File: src/rtl/zaf_pkg.sv
package zaf_pkg;

    typedef enum logic [1:0] {
        MST_CPU = 2'b00,
        MST_DBG = 2'b01,
        MST_COP = 2'b10,
        MST_RSV = 2'b11
    } master_e;

    typedef enum logic [1:0] {
        OP_FETCH = 2'b00,
        OP_READ  = 2'b01,
        OP_WRITE = 2'b10,
        OP_RSV   = 2'b11
    } op_e;

    typedef enum logic [1:0] {
        ZN_NONE = 2'b00,
        ZN_1    = 2'b01,
        ZN_2    = 2'b10,
        ZN_RSV  = 2'b11
    } zone_e;

    typedef enum logic [1:0] {
        OWN_SEALED = 2'b00,
        OWN_Z1     = 2'b01,
        OWN_Z2     = 2'b10,
        OWN_OPEN   = 2'b11
    } owner_e;

    typedef struct packed {
        master_e    master;
        op_e        op;
        zone_e      fetch_zone;
        logic [1:0] locked;
        zone_e      cop;
    } ctx_t;

    function automatic logic is_partial(input logic [1:0] c);
        return (c == 2'b01) || (c == 2'b10);
    endfunction

    function automatic owner_e decode_owner(input logic [1:0] c1, input logic [1:0] c2);
        owner_e o;
        o = OWN_SEALED;
        if (c1 == 2'b11 && c2 == 2'b11)             o = OWN_OPEN;
        else if (is_partial(c1) && c2 == 2'b11)     o = OWN_Z1;
        else if (c1 == 2'b11 && is_partial(c2))     o = OWN_Z2;
        return o;
    endfunction

    function automatic logic owner_locked(input owner_e o, input logic [1:0] lk);
        return (o == OWN_Z1) ? lk[0] : (o == OWN_Z2) ? lk[1] : 1'b0;
    endfunction

    function automatic logic zone_is(input owner_e o, input zone_e z);
        return (o == OWN_Z1 && z == ZN_1) || (o == OWN_Z2 && z == ZN_2);
    endfunction

endpackage

File: src/rtl/zaf_owner_table.sv
module zaf_owner_table
    import zaf_pkg::*;
#(
    parameter int NB    = 6,
    parameter int NSLOT = 8
) (
    input  logic [2*NB-1:0]          claim_z1,
    input  logic [2*NB-1:0]          claim_z2,
    input  logic [NB-1:0]            xonly_mask,
    output owner_e [NSLOT-1:0]       owners,
    output logic [NSLOT-1:0]         xonly
);
    for (genvar i = 0; i < NSLOT; i++) begin : g_slot
        if (i < NB) begin : g_real
            assign owners[i] = decode_owner(claim_z1[2*i +: 2], claim_z2[2*i +: 2]);
            assign xonly[i]  = xonly_mask[i];
        end else begin : g_pad
            assign owners[i] = OWN_SEALED;
            assign xonly[i]  = 1'b0;
        end
    end
endmodule

File: src/rtl/zaf_policy.sv
module zaf_policy
    import zaf_pkg::*;
(
    input  ctx_t   ctx,
    input  owner_e owner,
    input  logic   xonly,
    output logic   allow
);
    logic locked;
    logic data_op;

    assign locked  = owner_locked(owner, ctx.locked);
    assign data_op = (ctx.op == OP_READ) || (ctx.op == OP_WRITE);

    always_comb begin
        allow = 1'b0;
        if (owner != OWN_SEALED && ctx.op != OP_RSV) begin
            unique case (ctx.master)
                MST_CPU: begin
                    if (ctx.op == OP_FETCH)        allow = 1'b1;
                    else if (owner == OWN_OPEN)    allow = 1'b1;
                    else if (!locked)              allow = 1'b1;
                    else                           allow = zone_is(owner, ctx.fetch_zone)
                                                           && !(ctx.op == OP_READ && xonly);
                end
                MST_DBG: begin
                    allow = (owner == OWN_OPEN) || !locked;
                end
                MST_COP: begin
                    if (ctx.cop == ZN_1 || ctx.cop == ZN_2) begin
                        if (owner == OWN_OPEN) allow = data_op;
                        else                   allow = zone_is(owner, ctx.cop);
                    end else begin
                        allow = (owner == OWN_OPEN);
                    end
                end
                default: allow = 1'b0;
            endcase
        end
    end
endmodule

File: src/rtl/zaf_rsp_gate.sv
module zaf_rsp_gate #(
    parameter int DATA_W = 32
) (
    input  logic              clk,
    input  logic              rst,
    input  logic              rd_fire,
    input  logic              rd_ok,
    input  logic [DATA_W-1:0] mem_rdata,
    output logic              rsp_valid,
    output logic [DATA_W-1:0] rsp_rdata
);
    logic ok_q;

    always_ff @(posedge clk) begin
        if (rst) begin
            rsp_valid <= 1'b0;
            ok_q      <= 1'b0;
        end else begin
            rsp_valid <= rd_fire;
            ok_q      <= rd_fire && rd_ok;
        end
    end

    assign rsp_rdata = ok_q ? mem_rdata : '0;
endmodule

File: src/rtl/zone_access_filter.sv
module zone_access_filter
    import zaf_pkg::*;
#(
    parameter int  NB     = 6,
    parameter int  DATA_W = 32,
    localparam int BLK_W  = (NB > 1) ? $clog2(NB) : 1
) (
    input  logic              clk,
    input  logic              rst,
    input  logic              req_valid,
    input  logic [1:0]        req_master,
    input  logic [1:0]        req_op,
    input  logic [BLK_W-1:0]  req_blk,
    input  logic [DATA_W-1:0] req_wdata,
    input  logic [1:0]        fetch_zone,
    input  logic [1:0]        zone_locked,
    input  logic [2*NB-1:0]   claim_z1,
    input  logic [2*NB-1:0]   claim_z2,
    input  logic [1:0]        cop_zone,
    input  logic [NB-1:0]     xonly_mask,
    output logic              acc_grant,
    output logic              mem_en,
    output logic              mem_we,
    output logic [BLK_W-1:0]  mem_blk,
    output logic [DATA_W-1:0] mem_wdata,
    input  logic [DATA_W-1:0] mem_rdata,
    output logic              rsp_valid,
    output logic [DATA_W-1:0] rsp_rdata
);
    localparam int NSLOT = 1 << BLK_W;

    owner_e [NSLOT-1:0] owners;
    logic   [NSLOT-1:0] xonly;
    ctx_t               ctx;
    logic               allow;
    logic               rd_fire;

    zaf_owner_table #(.NB(NB), .NSLOT(NSLOT)) u_table (
        .claim_z1   (claim_z1),
        .claim_z2   (claim_z2),
        .xonly_mask (xonly_mask),
        .owners     (owners),
        .xonly      (xonly)
    );

    assign ctx.master     = master_e'(req_master);
    assign ctx.op         = op_e'(req_op);
    assign ctx.fetch_zone = zone_e'(fetch_zone);
    assign ctx.locked     = zone_locked;
    assign ctx.cop        = zone_e'(cop_zone);

    zaf_policy u_policy (
        .ctx   (ctx),
        .owner (owners[req_blk]),
        .xonly (xonly[req_blk]),
        .allow (allow)
    );

    assign acc_grant = req_valid && allow;
    assign mem_en    = acc_grant;
    assign mem_we    = acc_grant && (ctx.op == OP_WRITE);
    assign mem_blk   = req_blk;
    assign mem_wdata = mem_we ? req_wdata : '0;
    assign rd_fire   = req_valid && (ctx.op == OP_FETCH || ctx.op == OP_READ);

    zaf_rsp_gate #(.DATA_W(DATA_W)) u_rsp (
        .clk       (clk),
        .rst       (rst),
        .rd_fire   (rd_fire),
        .rd_ok     (allow),
        .mem_rdata (mem_rdata),
        .rsp_valid (rsp_valid),
        .rsp_rdata (rsp_rdata)
    );
endmodule

File: config.mk
export PLATFORM = sky130hd
export DESIGN_NAME = zone_access_filter
export DESIGN_NICKNAME = d
export VERILOG_FILES = /design/src/rtl/zaf_pkg.sv /design/src/rtl/zaf_owner_table.sv /design/src/rtl/zaf_policy.sv /design/src/rtl/zaf_rsp_gate.sv /design/src/rtl/zone_access_filter.sv
export SDC_FILE = /design/constraint.sdc
export NUM_CORES = 1
export LEC_CHECK = 0
export ABC_AREA = 1
export CORE_MARGIN = 5
export CORE_UTILIZATION = 29
export DETAILED_ROUTE_END_ITERATION = 7
export MAX_ROUTING_LAYER = met4
export PLACE_DENSITY = 0.95
export SLEW_MARGIN = 20
export SYNTH_ARGS = -nofsm -noshare
export SYNTH_HDL_FRONTEND = slang
export SYNTH_HIERARCHICAL = 1
export SYNTH_SLANG_ARGS = --single-unit
File: constraint.sdc
create_clock -name clk -period 3 [get_ports clk]
set_input_delay 0.3 -clock clk [delete_from_list [all_inputs] [get_ports clk]]
set_output_delay 0.3 -clock clk [all_outputs]
set_load 0.01 [all_outputs]
After elaboration in Yosys (flattened, before gate mapping)
Index checks and enable logic that the tools add are counted.
{ "classes": {"eq_ne": 48, "reduce_logical": 52, "n_mux": 33, "magnitude_cmp": 1} }
{ "ops": {"columns": ["op", "n"], "rows": [
  ["two-way mux 32 bit", 2],
  ["== test 2 bit, second input constant", 30],
  ["two-way mux 2 bit", 19],
  ["== test 2 x 1 -> 1 bit, second input constant", 17],
  ["logical AND 1 bit", 29],
  ["logical OR 1 bit", 18],
  ["two-way mux 1 bit", 9],
  ["binary-select mux 2 bit (select 3 bit)", 1],
  ["logical NOT 2 bit", 2],
  ["< comparator 3 x 4 -> 1 bit, second input constant", 1],
  ["binary-select mux 1 bit (select 3 bit)", 1],
  ["one-hot mux 1 bit (3 select lines)", 1],
  ["logical NOT 1 bit", 2],
  ["inequality test 2 bit, second input constant", 1],
  ["nonzero test 2 bit", 1]
]} }
{ "totals": {"output_inout_bits": 71, "ff_bits": 2, "input_bits": 110, "word_cells": 136} }

Depth between registers and ports, before layout
{ "depth": {"word_depth": 20, "mapped_depth": 23, "depth_no_buf": 22} }

Modules after synthesis
Netlist, hierarchy kept.
{ "by_module_without_submodules": {"columns": ["mod", "seq_area_each_um2", "n_inst", "cells_per_inst", "area_each_um2"], "rows": [
  ["zone_access_filter", 0.0, 1, 158, 691.9],
  ["zaf_owner_table", 0.0, 1, 61, 379.1],
  ["zaf_rsp_gate", 40.0, 1, 73, 329.1],
  ["zaf_policy", 0.0, 1, 46, 222.7]
]} }

Worst setup path before layout
OpenSTA, ideal clock, no wires.
{ "synth_timing": {"path_kind": "input -> output", "start": "in claim_z2[6]", "end": "out mem_wdata[10]", "t_required_ns": 2.700, "path_stages": 23, "path_buffers": 1, "slack_ns": 0.495, "arrival_ns": 2.205, "path_cell_list": "ha_1 nor2_1 nor2_1 inv_1 nand2_1 nand3_1 nand2_1 nand2_1 nand2_1 inv_1 nand3_1 nand2_1 nand2_1 nand2_1 nand2_1 nand2_1 nand2_1 nor2_1 nand2_1 inv_1 nand3_4 clkbuf_8 nor2_1"} }
{ "synth_lines": {"columns": ["item", "line", "source"], "rows": [
  ["start, declared", "zone_access_filter.sv:18", "input logic [2*NB-1:0] claim_z2,"],
  ["end, declared", "zone_access_filter.sv:25", "output logic [DATA_W-1:0] mem_wdata,"]
]} }

==> key figures <==
Global routing
  – Vias in the first global route: 2,490
  – Largest net degree at the start of global routing: 33
  – Overflow after GRT: 0
  – Gr usage total: 0.2050
  – First-pass GRT wire length: 11.66 mm
  – Antenna violations before repair: 0

Detailed routing
  – Via Count: 2,542
  – Detail Route Antenna Nets: 0
  – Residual DRC count: 0
  – First-pass DRT Iterations: 4
  – Drt via density: 4.251
  – Iter 0 DRT Violations: 60
  – Final wirelength: 8.363 mm
  – WL/cell: 13.98 um

Timing
  – Fmax: 337.6 MHz
  – Tmin final: 2.962 ns
  – PnR worst setup slack: 0.03832 ns
  – Final count of pins violating max slew: 0
  – Final hold vios: 0
  – RSZ-0062 raised after global routing: yes
  – # setup viols final: 0
  – Tcrit/Tclk final: 0.9872

Synth
  – Seq cells post-synth: 2
  – Synth cell types: 16
  – Synth Area per Inst: 4.801 um2
  – Synth Instances: 338
  – Synthesis Warnings: 6
  – Synth Cell Area: 1623 um2
  – Sequential area share after synthesis: 0.02467

Die
  – Die X: 84.81 um
  – # rows: 27
  – Starting Density: 0.2965
  – Io pins: 181
  – CORE AREA: 5473 um2
  – Full die area: 7192 um2
  – Die H: 84.81 um

Finish
  – Antenna cells: 0
  – Area growth syn-to-layout: 134.8%
  – Layout cell share with drive strength beyond 1: 0.2700
  – Final Non-Filler Cells: 598
  – Commonest cells after routing, fill and taps aside: clkdlybuf4s50_1, inv_1, nand2_1, buf_6, nor2_4
  – Multi-input logic area: 1262 um2
  – Commonest non-fill, non-tap cell in the layout: clkdlybuf4s50_1
  – Fin nets: 655
  – Register Area: 40.04 um2
  – Fillers: 419

Worst setup path
  – CP Launch Type: input pin
  – Count of buffer and inverter cells on the critical path: 7
  – Critical Path End Type: output pin
  – Critical Path Fanout Max: 8
  – Crit Path Class: in -> out
  – CP max-delay cell: ha_4
  – Most numerous cell on the critical path: nand2_1
  – CP top delay family: simple AND/OR/NAND/NOR gates
  – CP arrival: 2.66 ns
  – CP required: 2.70 ns
  – CP max stage delay: 0.27 ns

Clocking
  – H-tree levels: 1
  – CTS max path bufs: 2
  – Clock slew at reported path FFs: 0.03 ns
  – Total CTS buffers: 3
  – Root buf cell: clkbuf_8
  – CTS tree: done
  – Clock sinks: 2

Placement
  – Routability Congestion: 0.8702
  – Placed cells: 584
  – Worst slack, placed: -0.6052 ns
  – IO buf count: 180
  – Detailed Place HPWL: 6.406 mm

Power and ir drop
  – PwrDens: 135.2 nW/um2
  – Max rail drop VDD: 0.00008449 V
  – Lkg Pwr: 2.199 nW

Run status
  – Status: finished clean

Flow run
  – Max-cap check violation count: 0

Min path
  – Worst hold-check path type: in -> reg
-- what timing repair did --
action | in CTS | in global routing
cloned | 3 | 0
setup buffers | 2 | 6
hold buffers | 0 | 0
setup endpoints to repair | 35 | 35
pin swaps | 19 | 54
resized for setup | 183 | 137
-- power breakdown --
part | leakage (nW) | total [mW] | internal (mW) | switching (mW)
combinational | 2.16 | 0.384 | 0.219 | 0.165
sequential | 0.0163 | 0.0279 | 0.0277 | 0.000245
clock | 0.0216 | 0.103 | 0.0846 | 0.0184
-- Yosys cell counts (all sizes together) --
master,n,share of area
inv,114,0.26
nand2,108,0.25
nor2,54,0.13
buf,20,0.10
ha,17,0.13
nand3,15,0.054
clkbuf,4,0.034
a21oi,2,0.0062
dfxtp,2,0.025
conb,1,0.0023
nor3,1,0.0031
-- logic make-up (layout without fill, tap and decap cells) --
logic type                 count (synthesis)  in the layout  synth area share
and+or+nand+nor                          178            178            0.4364
buffers and inverters                    138            321            0.3994
adders and majority gates                 17             17            0.1311
AOI/OAI and AO/OA                          2              2          0.006168
DFF                                        2              2           0.02467
other                                      1              6          0.002311
-- final cells by class --
cell class	count	share of cell area
flip-flops and latches	2	0.01051
well taps	72	0.02365
inverters	114	0.1136
clock buffers	3	0.01084
multi-input cells	203	0.3314
repair buffers	204	0.5100
-- sequential cells by signal (all words and copies together), names as in the netlist --
signal / flops
u_rsp/ok_q: 1
u_rsp/rsp_valid: 1
-- per-stage QoR --
stage	cell area (um2)	power (mW)	TNS, ns	utilization	hold slack, ns
2_1_floorplan	1642	0.1623	0	-	0.3712
6_report	3810	0.5151	0	0.6962	0.6582
4_1_cts	3465	0.4720	-0.5118	0.6331	0.6551
5_1_grt	3810	0.5564	-3.121	0.6962	0.6737
3_3_place_gp	3423	0.3505	-14.92	0.6255	0.8806
3_5_place_dp	3423	0.3604	-17.93	0.6255	0.8662
-- worst paths after layout --
path / to / startpoint / cells after the start / slack, ns
setup / recovery: mem_wdata[27] / claim_z1[8] / 25 / 0.04
hold / removal: u_rsp/ok_q / rst / 2 / 0.66
-- per-layer routing --
metal	global-route usage	part of all wire
met4	0.09640	0.040
met1	0.2104	0.36
met5	-	0
met2	0.3786	0.54
met3	0.03042	0.060
(Power assumes the default switching activity.)
